$ cat src/rtl/psc_pkg.sv
package psc_pkg;

  typedef enum logic [1:0] {
    HS_IDLE   = 2'd0,
    HS_WAIT   = 2'd1,
    HS_ACTIVE = 2'd2,
    HS_HOLD   = 2'd3
  } hs_state_e;

endpackage

$ cat src/rtl/psc_ring.sv
module psc_ring #(
  parameter int LOW_CLKS  = 6,
  parameter int HIGH_CLKS = 4
) (
  input  logic clk,
  input  logic rst,
  output logic e_o,
  output logic last_high_o
);
  localparam int PERIOD = LOW_CLKS + HIGH_CLKS;
  localparam int CW     = $clog2(PERIOD + 1);

  logic [PERIOD-1:0]    ring_q;
  logic [PERIOD-1:0]    ring_d;
  logic [HIGH_CLKS-1:0] high_taps;
  logic                 legal;

  // Any pattern that is not exactly one-hot is replaced by the phase-0 pattern.
  always_comb begin
    legal  = $onehot(ring_q);
    ring_d = legal ? {ring_q[PERIOD-2:0], ring_q[PERIOD-1]} : PERIOD'(1);
  end

  always_ff @(posedge clk) begin
    if (rst) ring_q <= PERIOD'(1);
    else     ring_q <= ring_d;
  end

  for (genvar i = 0; i < HIGH_CLKS; i++) begin : g_high
    assign high_taps[i] = ring_q[LOW_CLKS + i];
  end

  assign e_o         = |high_taps;
  assign last_high_o = ring_q[PERIOD-1];

  // Run-length tracker for the duty-cycle checks.
  logic          e_last_q;
  logic [CW-1:0] run_q;

  always_ff @(posedge clk) begin
    if (rst) begin
      e_last_q <= 1'b0;
      run_q    <= '0;
    end else begin
      e_last_q <= e_o;
      run_q    <= (e_o != e_last_q) ? CW'(1) : run_q + CW'(1);
    end
  end

  AST_E_LOW_RUN:  assert property (@(posedge clk) disable iff (rst)
                    (e_o && !e_last_q) |-> (run_q == CW'(LOW_CLKS)));
  AST_E_HIGH_RUN: assert property (@(posedge clk) disable iff (rst)
                    (!e_o && e_last_q) |-> (run_q == CW'(HIGH_CLKS)));
endmodule

$ cat src/rtl/psc_handshake.sv
module psc_handshake
  import psc_pkg::*;
(
  input  logic clk,
  input  logic rst,
  input  logic s4_i,
  input  logic psel_n_i,
  input  logic as_n_i,
  input  logic last_high_i,
  output logic vma_o,
  output logic term_o
);
  hs_state_e state_q, state_d;

  always_comb begin
    state_d = state_q;
    unique case (state_q)
      HS_IDLE:   if (s4_i && !psel_n_i && !as_n_i) state_d = HS_WAIT;
      HS_WAIT:   if (as_n_i) state_d = HS_IDLE;
                 else if (last_high_i) state_d = HS_ACTIVE;
      HS_ACTIVE: if (as_n_i) state_d = HS_IDLE;
                 else if (last_high_i) state_d = HS_HOLD;
      HS_HOLD:   if (as_n_i) state_d = HS_IDLE;
      default:   state_d = HS_IDLE;
    endcase
  end

  always_ff @(posedge clk) begin
    if (rst) state_q <= HS_IDLE;
    else     state_q <= state_d;
  end

  assign vma_o  = (state_q == HS_ACTIVE) || (state_q == HS_HOLD);
  assign term_o = (state_q == HS_ACTIVE) && last_high_i && !as_n_i;

  AST_TERM_ONE_CYCLE: assert property (@(posedge clk) disable iff (rst)
                        term_o |=> !term_o);
  AST_HOLD_AFTER_TERM: assert property (@(posedge clk) disable iff (rst)
                        (term_o && !as_n_i) |=> vma_o);
endmodule

$ cat src/rtl/slow_periph_pacer.sv
module slow_periph_pacer #(
  parameter int LOW_CLKS  = 6,
  parameter int HIGH_CLKS = 4
) (
  input  logic clk,
  input  logic rst,
  input  logic bus_s4,
  input  logic psel_n,
  input  logic as_n,
  output logic pe_clk,
  output logic paddr_ok_n,
  output logic pcyc_done
);
  logic last_high;
  logic vma_held;

  psc_ring #(
    .LOW_CLKS (LOW_CLKS),
    .HIGH_CLKS(HIGH_CLKS)
  ) u_ring (
    .clk        (clk),
    .rst        (rst),
    .e_o        (pe_clk),
    .last_high_o(last_high)
  );

  psc_handshake u_hs (
    .clk        (clk),
    .rst        (rst),
    .s4_i       (bus_s4),
    .psel_n_i   (psel_n),
    .as_n_i     (as_n),
    .last_high_i(last_high),
    .vma_o      (vma_held),
    .term_o     (pcyc_done)
  );

  // Address-valid drops at once when the strobe is negated.
  assign paddr_ok_n = ~(vma_held & ~as_n);

  AST_VMA_ON_E_FALL:  assert property (@(posedge clk) disable iff (rst)
                        $fell(paddr_ok_n) |-> $fell(pe_clk));
  AST_DONE_E_HIGH:    assert property (@(posedge clk) disable iff (rst)
                        pcyc_done |-> (pe_clk && !paddr_ok_n));
  AST_DONE_THEN_FALL: assert property (@(posedge clk) disable iff (rst)
                        pcyc_done |=> !pe_clk);
  AST_STROBE_RELEASE: assert property (@(posedge clk) disable iff (rst)
                        as_n |-> paddr_ok_n);
endmodule

$ cat config.mk
export PLATFORM = sky130hd
export DESIGN_NAME = slow_periph_pacer
export DESIGN_NICKNAME = d
export VERILOG_FILES = /design/src/rtl/psc_pkg.sv /design/src/rtl/psc_ring.sv /design/src/rtl/psc_handshake.sv /design/src/rtl/slow_periph_pacer.sv
export SDC_FILE = /design/constraint.sdc
export NUM_CORES = 1
export LEC_CHECK = 0
export BUFFER_PORTS_ARGS = -buffer_cell sky130_fd_sc_hd__buf_4
export CAP_MARGIN = 20
export CORE_MARGIN = 2
export CORE_UTILIZATION = 50
export CTS_CLUSTER_DIAMETER = 100
export CTS_CLUSTER_SIZE = 16
export DETAILED_ROUTE_END_ITERATION = 7
export PLACE_DENSITY = 0.72
export SETUP_SLACK_MARGIN = 0.3
export SYNTH_ARGS = -nofsm -noshare
export SYNTH_HDL_FRONTEND = slang
export SYNTH_SLANG_ARGS = --single-unit
$ cat constraint.sdc
create_clock -name clk -period 3.4 [get_ports clk]
set_input_delay 0.34 -clock clk [delete_from_list [all_inputs] [get_ports clk]]
set_output_delay 0.34 -clock clk [all_outputs]
set_load 0.05 [all_outputs]
* Word level (Yosys, flattened, before mapping) *
Index checks and enable logic that the tools add are counted.

word-level totals
  logic and storage cells = 41
  output and inout port bits = 3
  flip-flop bits (word level) = 12

operators by class
  reduce and logical (&&, ||, !) cells = 11
  eq/ne operators = 8
  add/sub/neg operators = 9
  bitwise operators = 4
  multiplexer cells = 7

operator list
  kind                  number
  $add A4 B4 Y4         4
  $mux W2               6
  $add A1 B1 Y2         5
  $pmux W2 S4           1
  $ne A3 B3 Y1 const B  2
  $eq A2 B2 Y1 const B  2
  $eq A4 B1 Y1 const B  1
  $logic_and A1 B1 Y1   4
  $reduce_and A4 Y1     1
  $reduce_or A4 Y1      1
  $not A1 Y1            3
  $eq A2 B1 Y1 const B  1
  $logic_not A1 Y1      2
  $logic_not A2 Y1      1
  $ne A2 B1 Y1 const B  1
  $ne A2 B2 Y1 const B  1
  $reduce_or A2 Y1      1
  $and A1 B1 Y1         1
  $logic_or A1 B1 Y1    1

* Depth between registers and ports, before layout *
  depth after elaboration = 7
  gate-level depth with buffers = 12
  depth with buffers taken out = 11

* Modules after synthesis *
From an unflattened synthesis, not the netlist that was laid out.

unflattened totals
  cell total of the unflattened synthesis = 62
  area, all modules = 651.9 um2

by module, submodules not included
  module             area each (um2)  seq. area each (um2)  cells each  instances
  psc_ring           553.0            200.2                 52          1
  psc_handshake      92.6             40.0                  9           1
  slow_periph_pacer  6.3              0.0                   1           1

* Least setup slack after synthesis *
OpenSTA, ideal clock, no wires.

  path type = register to register
  from = reg u_ring.ring_q[9]
  to = reg u_ring.ring_q[0]
  setup slack = 0.008 ns
  arrival = 3.268 ns
  buffers on the path = 1
  cell stages (with the launch flop) = 13
  clock period less this slack = 3.392 ns
  cells stage by stage = dfxtp_1 > inv_1 > ha_1 > inv_1 > fa_1 > fa_1 > inv_1 > fa_1 > inv_1 > fa_1 > a211o_1 > buf_6 > a2111o_1

between the ends
  cells in the longest elaborated chain, start to end = 5

ends and longest elaborated chain
  item                                 RTL line        source
  start: declaration                   psc_ring.sv:13  logic [PERIOD-1:0] ring_q;
  start signal: assignment             psc_ring.sv:26  else ring_q <= ring_d;
  $add A1 B1 Y2 (not written as such)  psc_ring.sv:20  legal = $onehot(ring_q);
  $add A4 B4 Y4 (not written as such)  psc_ring.sv:20
  $eq A4 B1 Y1                         psc_ring.sv:20
  $not A1 Y1 (no source line)          n/a
  $reduce_or A2 Y1 (no source line)    n/a

Parallel ways exist; a longest one is shown, timed or not.
A chain may end at the register's enable or synchronous reset.

* Worst setup path in the final report *
  from = reg u_ring.ring_q[4]
  to = reg u_ring.ring_q[0]

between the ends
  cells in the longest elaborated chain, start to end = 7

ends and longest elaborated chain
  item                                               RTL line
  $add A1 B1 Y2 (not written as such)                psc_ring.sv:20
  $add A4 B4 Y4 (not written as such) (3 in series)  psc_ring.sv:20
  $eq A4 B1 Y1                                       psc_ring.sv:20
  $not A1 Y1 (no source line)                        n/a
  $reduce_or A2 Y1 (no source line)                  n/a

No other way between the ends.

==> reports/qor.csv <==
stage;metric;value;unit
yosys;synthSimpleGateAreaFrac;5.970;%
timing;skew;0.005757;ns
clock_network;clk_path_buf_depth;2;
grt;grt_pass1_wl;2.615;mm
grt;grt_max_degree;18;
timing;layout_worst_path_cycle_share;94.31;%
clock_network;clock_sinks;12;
yosys;synth_seq_area_share;31.84;%
setup_path;critical_path_class;reg -> reg;
yosys;ys_types;21;
power;swShare;36.68;%
clock_network;cts.clk_slew.worst_paths;0.08;ns
timing;relSlewSlack;71.42;%
layout;drive_gt1_share;55.43;%
die;die_w;42.85;um
yosys;synth_compound_area_share;18.91;%
drt;first_pass_iters;4;
timing;timing.final.ws_setup;0.1935;ns
grt;grt_util_met1;24.45;%
placed_design;io_buffers;7;
placed_design;hpwl;1.073;mm
power;p_clk_share;14.7;%
power;p_seq_share;27.2;%
clock_network;cts_buffers;3;
die;die_height;42.85;um
timing;slew_violations;0;
timing;fmax;311.9;MHz
clock_network;cts_tree;done;
grt;use_met2;33.03;%
clock_network;clk_latency;0.26;ns
yosys;synth_xor_area_share;0;%
yosys;netlist_area;754.5;um2
grt;overflow;0;
yosys;syn_area_per_cell;10.20;um2
timing;grt_setup_unrepaired;true;
timing;max_slew.worst_pin.slew;0.4287;ns
placed_design;place_congestion;0.7514;
power;intPower;378.3;uW
timing;hold_viol_final;0;
die;die-area;1836;um2
drt;drt-wirelength-per-cell;15.24;um
yosys;synth_fa_ha_area_share;30.85;%
clock_network;h-tree-depth;1;
power;pwr-share-comb;58.1;%
yosys;yosys_warnings;0;
drt;viasPerCell;5.481;
drt;vias;592;
power;leakage;0.4137;nW
drt;wl;1.646;mm
die;core-area;1454;um2
job;max_cap_violations;0;
yosys;netlist.area_leader.share;31.84;%
drt;drc;0;
yosys;synth.largest_area_cell;dfxtp_1;
power;switchingPower;219.1;uW
setup_path;crit_fanout;3;
layout;syn2layout_area_growth;45.27;%
yosys;synth_top_family_by_area;adder cells;
yosys;synth_cells;74;
die;io_pins;8;
timing;finalSetupViolCount;0;
placed_design;dp_slack;0.06443;ns
worst_hold_path;min_path_type;in -> reg;
power;ir_worst_vdd;0.0005605;V
clock_network;root_buffer;clkbuf_4;
yosys;ys_ff_latch;12;
drt;drtIter0Drc;10;
layout;stdcell_count;108;
layout;fin_nets;114;
drt;ant_nets;0;
yosys;muxShareOfSynthArea;1.327;%
timing;period_needed;3.206;ns
grt;grt_use_met3;3.830;%
power;powerDensity;545.0;nW/um2
die;rows;14;
setup_path;worstPathRequired;3.55;ns
placed_design;placed_cells;97;
setup_path;cp-start-kind;flip-flop;
status;status;complete, no violations;
layout;post-route-util;75.39;%
yosys;synth_area_leaders;dfxtp_1 (32%), fa_1 (16%), ha_1 (15%);
setup_path;crit_arrival;3.36;ns
grt;grt_pass1_vias;600;
grt;grt_antenna_before_repair;0;
yosys;synth_fp_nets;94;
die;initial_utilization;51.89;%
timing;tns;0;ns
layout;num_antenna_cells;0;
grt;grtUsageTotal;19.84;%
setup_path;end_kind;flip-flop;
grt;top_usage_layer;met2;
## flip-flops by register name (all words and copies together), names as in the netlist
name / count
u_ring.ring_q: 10
u_hs.state_q: 2
## power by group through the flow
stage          clock [mW]  sequential [mW]  combinational (mW)
3_5_place_dp            0            0.166               0.183
2_1_floorplan           0            0.163               0.142
5_1_grt            0.0985            0.164               0.381
6_report           0.0877            0.163               0.347
4_1_cts            0.0924            0.162               0.283
3_3_place_gp            0            0.166               0.174
## worst max-delay path, stage by stage, from the launching register on
cell and delay (ns):
dfxtp_1 0.33, ha_1 0.28, inv_1 0.05, fa_1 0.56, fa_1 0.41, inv_1 0.09, fa_2 0.22, inv_2 0.04
fa_2 0.54, nand4bb_4 0.13, buf_4 0.16, a2111o_1 0.29
## worst paths after layout
check | from | end | slack [ns] | cells past startpoint
worst max register to register | u_ring.ring_q[4] | u_ring.ring_q[0] | 0.19 | 11
worst min-delay path | as_n | u_hs.state_q[0] | 0.24 | 2
worst max-delay path | u_ring.ring_q[4] | u_ring.ring_q[0] | 0.19 | 11
worst min register to register | u_ring.ring_q[5] | u_ring.ring_q[6] | 0.50 | 2
## synth_stat cells (all sizes together)
library cell	number
nor3	2
nand2	1
ha	9
fa	6
dfxtp	12
mux2i	1
a2111o	1
a211o	1
nand4bb	1
a211oi	7
inv	16
clkbuf	2
nand2b	1
o21ai	6
or4b	1
buf	2
nor2	1
a2111oi	3
a21oi	1
## what timing repair did
| item | in CTS | in global routing |
|---|---|---|
| pin swaps | 15 | 2 |
| hold buffers | 0 | 0 |
| endpoints found under the setup margin | 10 | 10 |
| setup buffers | 6 | 2 |
| gates resized for setup | 25 | 5 |
| endpoints found under the hold margin | 0 | 0 |
## cells by family after synthesis
logic type	Yosys count
adders and majority gates	15
muxes	1
AOI/OAI and AO/OA	19
and+or+nand+nor	7
DFF	12
buffers and inverters	20
## placed cells by master (no fill, tap or decap), types with 3 or more instances in the layout
cell type  netlist  layout
clkbuf_4         0       3
dfxtp_2          0       3
a211oi_2         0       6
dfxtp_1         12       8
buf_6            1       4
fa_1             6       4
a2111oi_4        0       3
ha_1             9       4
o21ai_0          6       6
buf_4            0      15
inv_2            0       4
ha_4             0       3
inv_1           16      10
## per-layer routing
layer / vias up / part of all wire [%]
met5: - / 0
met4: 0 / 2.7
met2: 4 / 50
li1: 291 / -
met1: 293 / 46
met3: 4 / 1.5
## final cells by class
cell class	instances	area [um2]
multi-input combinational	42	583.1
fill	94	357.8
sequential	12	247.7
timing repair buffer	19	157.7
inverter	16	65.06
clock buffer	3	22.52
tap	16	20.02
## metrics by stage
stage | cell area (um2) | hold WS [ns] | total power, mW
finish | 1096 | 0.2420 | 0.5974
global placement | 853.3 | 0.4492 | 0.3403
floorplan | 784.5 | 0.4128 | 0.3052
detailed placement | 853.3 | 0.4504 | 0.3497
global route | 1096 | 0.2403 | 0.6432
CTS | 1039 | 0.2206 | 0.5374
Power figures use the tool's default switching activity.
